File: src/rtl/rtc_flag_pkg.sv
package rtc_flag_pkg;
   localparam int unsigned BIT_UPD = 4;
   localparam int unsigned BIT_ALM = 5;
   localparam int unsigned BIT_PER = 6;
   localparam int unsigned BIT_IRQ = 7;
   localparam int unsigned CNT_LSB = 8;

   typedef struct packed {
      logic per;
      logic alm;
      logic upd;
   } rtc_hits_t;
endpackage

File: src/rtl/rtc_per_div.sv
module rtc_per_div #(
   parameter int unsigned BASE_LOG = 6,
   parameter int unsigned MIN_CODE = 1,
   parameter int unsigned MAX_CODE = 13,
   parameter int unsigned RATE_W   = 4,
   parameter int unsigned MISS_W   = 4
) (
   input  logic              clk,
   input  logic              rst_n,
   input  logic              tick_i,
   input  logic              en_i,
   input  logic [MISS_W-1:0] missed_i,
   input  logic              wr_i,
   input  logic [RATE_W-1:0] code_i,
   output logic              hit_o,
   output logic              fast_o
);
   localparam int unsigned CNT_W = BASE_LOG + MISS_W + 2;

   logic [RATE_W-1:0] code_q;
   logic [RATE_W-1:0] code_clamped;
   logic [CNT_W-1:0]  cnt_q;
   logic [CNT_W-1:0]  sum;
   logic [CNT_W-1:0]  limit;

   always_comb begin
      if (code_i < RATE_W'(MIN_CODE))      code_clamped = RATE_W'(MIN_CODE);
      else if (code_i > RATE_W'(MAX_CODE)) code_clamped = RATE_W'(MAX_CODE);
      else                                 code_clamped = code_i;
   end

   always_comb begin
      if (code_q >= RATE_W'(BASE_LOG)) limit = CNT_W'(1);
      else limit = CNT_W'(1) << (RATE_W'(BASE_LOG) - code_q);
   end

   assign sum    = cnt_q + CNT_W'(missed_i) + CNT_W'(1);
   assign hit_o  = tick_i && en_i && !wr_i && (sum >= limit);
   assign fast_o = en_i && (code_q > RATE_W'(BASE_LOG));

   always_ff @(posedge clk) begin
      if (!rst_n) begin
         code_q <= RATE_W'(BASE_LOG);
         cnt_q  <= '0;
      end else if (wr_i) begin
         code_q <= code_clamped;
         cnt_q  <= '0;
      end else if (tick_i && en_i) begin
         cnt_q <= (sum >= limit) ? '0 : sum;
      end
   end
endmodule

File: src/rtl/rtc_upd_det.sv
module rtc_upd_det #(
   parameter int unsigned SEC_W = 6
) (
   input  logic             clk,
   input  logic             rst_n,
   input  logic             tick_i,
   input  logic             en_i,
   input  logic [SEC_W-1:0] sec_i,
   output logic             hit_o
);
   logic [SEC_W-1:0] last_q;
   logic             valid_q;

   assign hit_o = tick_i && en_i && valid_q && (sec_i != last_q);

   always_ff @(posedge clk) begin
      if (!rst_n) begin
         last_q  <= '0;
         valid_q <= 1'b0;
      end else if (!en_i) begin
         valid_q <= 1'b0;
      end else if (tick_i) begin
         last_q  <= sec_i;
         valid_q <= 1'b1;
      end
   end
endmodule

File: src/rtl/rtc_alm_cmp.sv
module rtc_alm_cmp #(
   parameter int unsigned HOUR_W = 5,
   parameter int unsigned MIN_W  = 6,
   parameter int unsigned SEC_W  = 6
) (
   input  logic              tick_i,
   input  logic              en_i,
   input  logic [HOUR_W-1:0] hour_i,
   input  logic [MIN_W-1:0]  min_i,
   input  logic [SEC_W-1:0]  sec_i,
   input  logic [HOUR_W-1:0] a_hour_i,
   input  logic [MIN_W-1:0]  a_min_i,
   input  logic [SEC_W-1:0]  a_sec_i,
   output logic              hit_o
);
   localparam int unsigned NF = 3;
   logic [NF-1:0] eq;

   for (genvar f = 0; f < NF; f++) begin : g_field
      if (f == 0) begin : g_s
         assign eq[f] = (sec_i == a_sec_i);
      end else if (f == 1) begin : g_m
         assign eq[f] = (min_i == a_min_i);
      end else begin : g_h
         assign eq[f] = (hour_i == a_hour_i);
      end
   end

   assign hit_o = tick_i && en_i && (&eq);
endmodule

File: src/rtl/rtc_flag_gen.sv
module rtc_flag_gen #(
   parameter int unsigned BASE_LOG  = 6,
   parameter int unsigned MIN_CODE  = 1,
   parameter int unsigned MAX_CODE  = 13,
   parameter int unsigned RATE_W    = 4,
   parameter int unsigned MISS_W    = 4,
   parameter int unsigned HOUR_W    = 5,
   parameter int unsigned MIN_W     = 6,
   parameter int unsigned SEC_W     = 6,
   parameter int unsigned WORD_W    = 16,
   parameter bit          HAS_ALARM = 1'b1
) (
   input  logic              clk,
   input  logic              rst_n,
   input  logic              tick_i,
   input  logic [MISS_W-1:0] missed_i,
   input  logic [SEC_W-1:0]  sec_i,
   input  logic [MIN_W-1:0]  min_i,
   input  logic [HOUR_W-1:0] hour_i,
   input  logic [SEC_W-1:0]  alm_sec_i,
   input  logic [MIN_W-1:0]  alm_min_i,
   input  logic [HOUR_W-1:0] alm_hour_i,
   input  logic              upd_en_i,
   input  logic              alm_en_i,
   input  logic              per_en_i,
   input  logic              rate_wr_i,
   input  logic [RATE_W-1:0] rate_code_i,
   output logic              irq_o,
   output logic [WORD_W-1:0] flags_o,
   output logic              tick_req_o,
   output logic              tick_fast_o
);
   import rtc_flag_pkg::*;

   localparam int unsigned CNT_FIELD_W = WORD_W - CNT_LSB;

   if (WORD_W <= CNT_LSB) begin : g_bad_word
      $error("WORD_W must leave room for the event count");
   end
   if (MIN_CODE == 0 || MIN_CODE > BASE_LOG || MAX_CODE < BASE_LOG) begin : g_bad_code
      $error("rate code range must straddle BASE_LOG");
   end
   if ((1 << RATE_W) <= MAX_CODE) begin : g_bad_rate_w
      $error("RATE_W too narrow for MAX_CODE");
   end

   rtc_hits_t hits;

   rtc_per_div #(
      .BASE_LOG(BASE_LOG), .MIN_CODE(MIN_CODE), .MAX_CODE(MAX_CODE),
      .RATE_W(RATE_W), .MISS_W(MISS_W)
   ) i_per (
      .clk(clk), .rst_n(rst_n), .tick_i(tick_i), .en_i(per_en_i),
      .missed_i(missed_i), .wr_i(rate_wr_i), .code_i(rate_code_i),
      .hit_o(hits.per), .fast_o(tick_fast_o)
   );

   rtc_upd_det #(.SEC_W(SEC_W)) i_upd (
      .clk(clk), .rst_n(rst_n), .tick_i(tick_i), .en_i(upd_en_i),
      .sec_i(sec_i), .hit_o(hits.upd)
   );

   if (HAS_ALARM) begin : g_alm
      rtc_alm_cmp #(.HOUR_W(HOUR_W), .MIN_W(MIN_W), .SEC_W(SEC_W)) i_alm (
         .tick_i(tick_i), .en_i(alm_en_i),
         .hour_i(hour_i), .min_i(min_i), .sec_i(sec_i),
         .a_hour_i(alm_hour_i), .a_min_i(alm_min_i), .a_sec_i(alm_sec_i),
         .hit_o(hits.alm)
      );
   end else begin : g_no_alm
      assign hits.alm = 1'b0;
   end

   logic [WORD_W-1:0] word_next;

   always_comb begin
      word_next                              = '0;
      word_next[BIT_UPD]                     = hits.upd;
      word_next[BIT_ALM]                     = hits.alm;
      word_next[BIT_PER]                     = hits.per;
      word_next[BIT_IRQ]                     = 1'b1;
      word_next[WORD_W-1:CNT_LSB]            = CNT_FIELD_W'(1);
   end

   always_ff @(posedge clk) begin
      if (!rst_n) begin
         irq_o      <= 1'b0;
         flags_o    <= '0;
         tick_req_o <= 1'b0;
      end else begin
         irq_o      <= |hits;
         tick_req_o <= upd_en_i | alm_en_i | per_en_i;
         if (|hits) flags_o <= word_next;
      end
   end
endmodule

File: config.mk
export PLATFORM = sky130hd
export DESIGN_NAME = rtc_flag_gen
export DESIGN_NICKNAME = d
export VERILOG_FILES = /design/src/rtl/rtc_flag_pkg.sv /design/src/rtl/rtc_per_div.sv /design/src/rtl/rtc_upd_det.sv /design/src/rtl/rtc_alm_cmp.sv /design/src/rtl/rtc_flag_gen.sv
export SDC_FILE = /design/constraint.sdc
export NUM_CORES = 1
export LEC_CHECK = 0
export CORE_MARGIN = 2
export CORE_UTILIZATION = 48
export CTS_BUF_LIST = sky130_fd_sc_hd__clkbuf_8
export CTS_CLUSTER_DIAMETER = 50
export CTS_CLUSTER_SIZE = 28
export DETAILED_ROUTE_END_ITERATION = 7
export GPL_TIMING_DRIVEN = 0
export HOLD_SLACK_MARGIN = 0.02
export PLACE_DENSITY = 0.92
export SYNTH_ARGS = -nofsm -noshare
export SYNTH_HDL_FRONTEND = slang
export SYNTH_HIERARCHICAL = 1
export SYNTH_SLANG_ARGS = --single-unit
File: constraint.sdc
create_clock -name clk -period 4.8 [get_ports clk]
set_clock_uncertainty 0.15 [all_clocks]
set_input_delay 0.48 -clock clk [delete_from_list [all_inputs] [get_ports clk]]
set_output_delay 0.48 -clock clk [all_outputs]
set_load 0.02 [all_outputs]
# Word-level counts from Yosys, hierarchy flattened
# Index checks and enable logic that the tools add are counted.
# word_totals
regBits	29
in_bits	49
word_cells	42
# classes
addsub	3
n_lt_le_gt_ge	5
n_eq_ne	4
shifts	1
mux	4
bitwise_logic	3
reduce_logical	15
# ops
op	n
12-bit 2-to-1 mux	2
12-bit by 1-bit adder with 12-bit output (second input constant)	1
12-bit by 4-bit adder with 12-bit output	1
6-bit equality test	2
12-bit >= comparator	1
1-bit by 4-bit << shifter with 12-bit output (first input constant)	1
1-bit logical AND	9
4-bit 2-to-1 mux	2
6-bit inequality test	1
5-bit equality test	1
4-bit by 3-bit >= comparator with 1-bit output (second input constant)	1
4-bit by 3-bit greater-than comparator with 1-bit output (second input constant)	1
4-bit greater-than comparator (second input constant)	1
4-bit by 1-bit less-than comparator with 1-bit output (second input constant)	1
2-bit AND reduction	2
3-bit by 4-bit subtractor with 4-bit output (first input constant)	1
3-bit AND reduction	1
3-bit OR reduction	1
1-bit OR	2
2-bit OR reduction	1
1-bit zero test	1
1-bit NOT	1

# Depth between registers and ports, before layout
# logic_depth
depth_word	6
depth_mapped	16

# Hierarchy
# The synthesis kept the hierarchy.
# by_module_without_submodules
module	n_inst	cells_each	area_each_um2	seq_area_each_um2
rtc_per_div	1	153	1312.5	320.3
rtc_upd_det	1	38	334.1	140.1
rtc_flag_gen	1	29	289.0	120.1
rtc_alm_cmp	1	23	192.7	0.0

# Worst setup path before layout
# No wires, ideal clock.
# synth_path
kind	input to register
start	in missed_i[0]
end	reg flags_o[4]
setup_time_ps	115
t_arrival_ps	3284
required_time_ps	4535
setup_slack_ps	1251
stages	16
n_path_buf	1
path_cell_list	inv_1 -> ha_1 -> fa_1 -> nor2b_4 -> o31a_2 -> and3_4 -> xor2_2 -> ha_1 -> nand4_2 -> nor3_2 -> o221ai_2 -> and2_4 -> buf_6 -> nor3_1 -> nor3b_1 -> o21a_1
# synth_rtl
item	line_no	rtl
start, declared	rtc_flag_gen.sv:16	input logic [MISS_W-1:0] missed_i,
end signal, assigned	rtc_flag_gen.sv:93	if (|hits) flags_o <= word_next;
end, declared	rtc_flag_gen.sv:29	output logic [WORD_W-1:0] flags_o,

==> impl_metrics.tcl <==
set metrics [dict create \
    status "completed" \
    cts_buffers 5 \
    drc 0 \
    synthDistinctLibCells 57 \
    grt_antenna_before_repair 0 \
    syn_to_final_growth_pct 35.7 \
    cts.path.max_buffers 2 \
    hpwl_um 3830 \
    worstMarginPinSlew_ns 0.636 \
    finalCriticalPeriod_ns 4.19 \
    syn_inst 243 \
    reg2reg_to "flags_o[4]$_SDFFE_PN0P_" \
    num_rows 24 \
    via_per_inst 5.20 \
    cts_num_sinks 29 \
    io_pins 68 \
    place_ws_ns 0.318 \
    cts_tree "done" \
    synth_top_area_cell "dfxtp_1" \
    fin_crit_sh_pct 87.3 \
    p_seq_share_pct 41.6 \
    synth_top_flop_cell "dfxtp_1" \
    crit_type "in2reg" \
    slew_headroom_pct 57.5 \
    max-cap-violations 0 \
    hold_class "reg2reg" \
    cts.repair.resized 0 \
    gp_congestion 0.795 \
    swShare_pct 29.1 \
    synth_edf_count 0 \
    path_depth 17 \
    crit_path_max_incr_delay_ns 0.50 \
    path_buf_inv 3 \
    yosysWarnings 6 \
    switchingPower_mw 0.176 \
    insertion_delay_ns 0.29 \
    synthTopCellsByArea "dfxtp_1 (27%), ha_1 (9.4%), xnor2_1 (8.2%)" \
    power_frac_clock_pct 33.7 \
    htree_num_levels 2 \
    synth-seq-area-share_pct 27.3 \
    overflow 0 \
    final_antenna_net_count 0 \
    power.leakage_nw 1.21 \
    powerDensity_nw_per_um2 210 \
    cp_cell_sequence "clkdlybuf4s50_1, inv_1, ha_1, fa_1, nor2b_4, o31a_2, nand3_1, xnor2_1, ha_1, nand2_1, o21ai_0, a21oi_1, and2_4, buf_6, nor3_1, nor3b_1, o21a_1" \
    routed_wl_um 4790 \
    drt_iter0_drc 114 \
    intPower_mw 0.430 \
    io_buffers 55 \
    detail_route.wl_per_cell_um 12.9 \
    worst_slack_ns 0.609 \
    ys_async_sr_fraction_pct 0 \
    tns_ns 0 \
    die_w_um 70.6 \
    clk_pin_slew_worst_paths_ns 0.07 \
    endpoint "flags_o[4]$_SDFFE_PN0P_" \
    critical_path.startpoint "missed_i[0]" \
    grt_pass1_vias 1918 \
    reg2reg_setup_slack_ns 0.94 \
    crit_arrival_ns 4.22 \
    start_util_pct 49.2 \
    drtPass1Iterations 4 \
    grt_max_degree 20 \
    r2r-start "i_per/cnt_q[0]$_SDFFE_PP0P_" \
    grt_pass1_wl_um 8180 \
    rsz0062_at_grt "no" \
    layout-drive-gt1-share_pct 13.4 \
    post_cts.repair.setup_buffers 0 \
    dieHeight_um 70.6 \
    hold_viol_final 0 \
    crit_top_cell "ha_1" \
    grt_use_total_pct 20.6 \
    avgSynthCellArea_um2 8.76 \
    start_kind "input port" \
    synth_top_cell_area_share_pct 27.3 \
    combinationalPowerShare_pct 24.6 \
    fmax_mhz 239 \
    worstPathRequired_ns 4.83 \
    nNetsFinal 385 \
    coreArea_um2 4320 \
    die_area_um2 4980 \
    critPathTopFamily "simple AND/OR/NAND/NOR gates" \
    setup_viol_count_final 0 \
    synth-seq-cells 29 \
    r2r_cells 16 \
    drv_slew 0 \
    ctsHoldBuffers 0 \
    worstSetupEndpointType "flop" \
    clockRootBuffer "clkbuf_8" \
    via_count 1933 \
    syn_area_um2 2130 \
    vdd_ir_drop_max_uv 134 \
    cp_slowest_cell "nor3_1" \
    critPathMaxFanout 7 \
    n_antenna_cell 0 \
]
power groups by stage:
stage	combinational [mW]	clock [mW]	sequential, mW
global route	0.164	0.224	0.254
CTS	0.150	0.211	0.252
global placement	0.144	0	0.258
finish	0.149	0.205	0.252
floorplan	0.0835	0	0.258
detailed placement	0.149	0	0.258
cell families after synthesis:
family,count (synthesis),share of synthesized area (%)
flip-flops,29,27.3
other,2,0.353
multiplexers,3,1.47
AND/OR/NAND/NOR,80,20.5
AO/OA/AOI/OAI,52,18.2
buffers and inverters,27,7.52
XOR/XNOR,33,14.3
adder cells (fa/ha/maj),17,10.3
placed cells by master, fill, tap and decap left out, drive strengths merged, types with 2 or more instances in the layout:
cell           count
nand2b             2
xnor2             21
o21a               2
inv                9
nand2             29
xor2              12
clkdlybuf4s50     55
o2111ai            3
a21boi             6
ha                16
buf               17
a21oi             11
and3               5
nor3b              2
nor2b              5
nand3              9
mux2i              2
nor2              10
o211a              2
nor4               3
nand4              6
dfxtp             29
conb              16
o31a               3
clkinvlp           3
clkbuf             6
o21ai             10
nor3               4
a32o               6
per-stage QoR:
step	instances	power, mW	cell area [um2]	hold slack, ns	utilization, %
3_5_place_dp	364	0.407	2800	0.308	64.7
2_1_floorplan	257	0.342	2180	0.275	-
6_report	372	0.606	2890	0.315	66.8
5_1_grt	372	0.642	2890	0.356	66.8
4_1_cts	372	0.613	2890	0.318	66.8
3_3_place_gp	364	0.401	2800	0.286	64.7
state kept, by name, indices dropped and copies added (netlist names):
signal,cells
i_per/cnt_q,12
i_upd/last_q,6
flags_o,4
i_per/code_q,4
i_upd/valid_q,1
irq_o,1
tick_req_o,1
metal layers:
metal | share of wire [%] | routed length (um) | vias up | track usage [%]
li1 | - | - | 992 | -
met5 | 0 | 0 | - | 0
met4 | 0.79 | 38 | 0 | 4.82
met1 | 40 | 1910 | 881 | 22.4
met3 | 6.0 | 288 | 5 | 6.98
met2 | 53 | 2550 | 55 | 38.6
how the worst min path moves through the flow:
| stage | from | end | depth (start not counted) | slack, ns |
|---|---|---|---|---|
| floorplan | i_per/cnt_q[0]$_SDFFE_PP0P_ | i_per/cnt_q[0]$_SDFFE_PP0P_ | 2 | 0.28 |
| global placement | i_per/cnt_q[0]$_SDFFE_PP0P_ | i_per/cnt_q[0]$_SDFFE_PP0P_ | 2 | 0.29 |
| detailed placement | i_per/cnt_q[3]$_SDFFE_PP0P_ | i_per/cnt_q[3]$_SDFFE_PP0P_ | 2 | 0.31 |
| CTS | i_per/cnt_q[3]$_SDFFE_PP0P_ | i_per/cnt_q[3]$_SDFFE_PP0P_ | 2 | 0.32 |
| global route | i_per/cnt_q[2]$_SDFFE_PP0P_ | i_per/cnt_q[2]$_SDFFE_PP0P_ | 1 | 0.36 |
| finish | i_per/cnt_q[3]$_SDFFE_PP0P_ | i_per/cnt_q[3]$_SDFFE_PP0P_ | 2 | 0.31 |
cells in the mapped netlist, drive strengths merged, types with 3 or more instances:
library cell  number
inv                9
nand4              6
buf               17
nand2             29
a21boi             6
o2111ai            3
nor2              10
nor4               3
nor2b              5
o31a               3
a32o               6
o21ai             10
a21oi             11
and3               5
nor3               4
ha                16
xor2              12
nand3              9
xnor2             21
dfxtp             29
cell type report:
cell class / count / area, um2
clock buffer: 5 / 68.8
buffer: 18 / 126
inverter: 9 / 33.8
timing repair buffer: 55 / 551
multi-input combinational: 201 / 1440
clock inverter: 3 / 22.5
fill: 373 / 1440
tap: 52 / 65.1
sequential: 29 / 581
worst reg2reg max path, stage by stage (launching register included):
cell     delay, ns
dfxtp_1       0.33
inv_1         0.04
ha_1          0.19
fa_1          0.44
nor2b_4       0.14
o31a_2        0.20
nand3_1       0.11
xnor2_1       0.16
ha_1          0.33
nand2_1       0.06
o21ai_0       0.27
a21oi_1       0.20
and2_4        0.22
buf_6         0.13
nor3_1        0.50
nor3b_1       0.11
o21a_1        0.19
No activity file was read; power rests on OpenSTA's default activity.
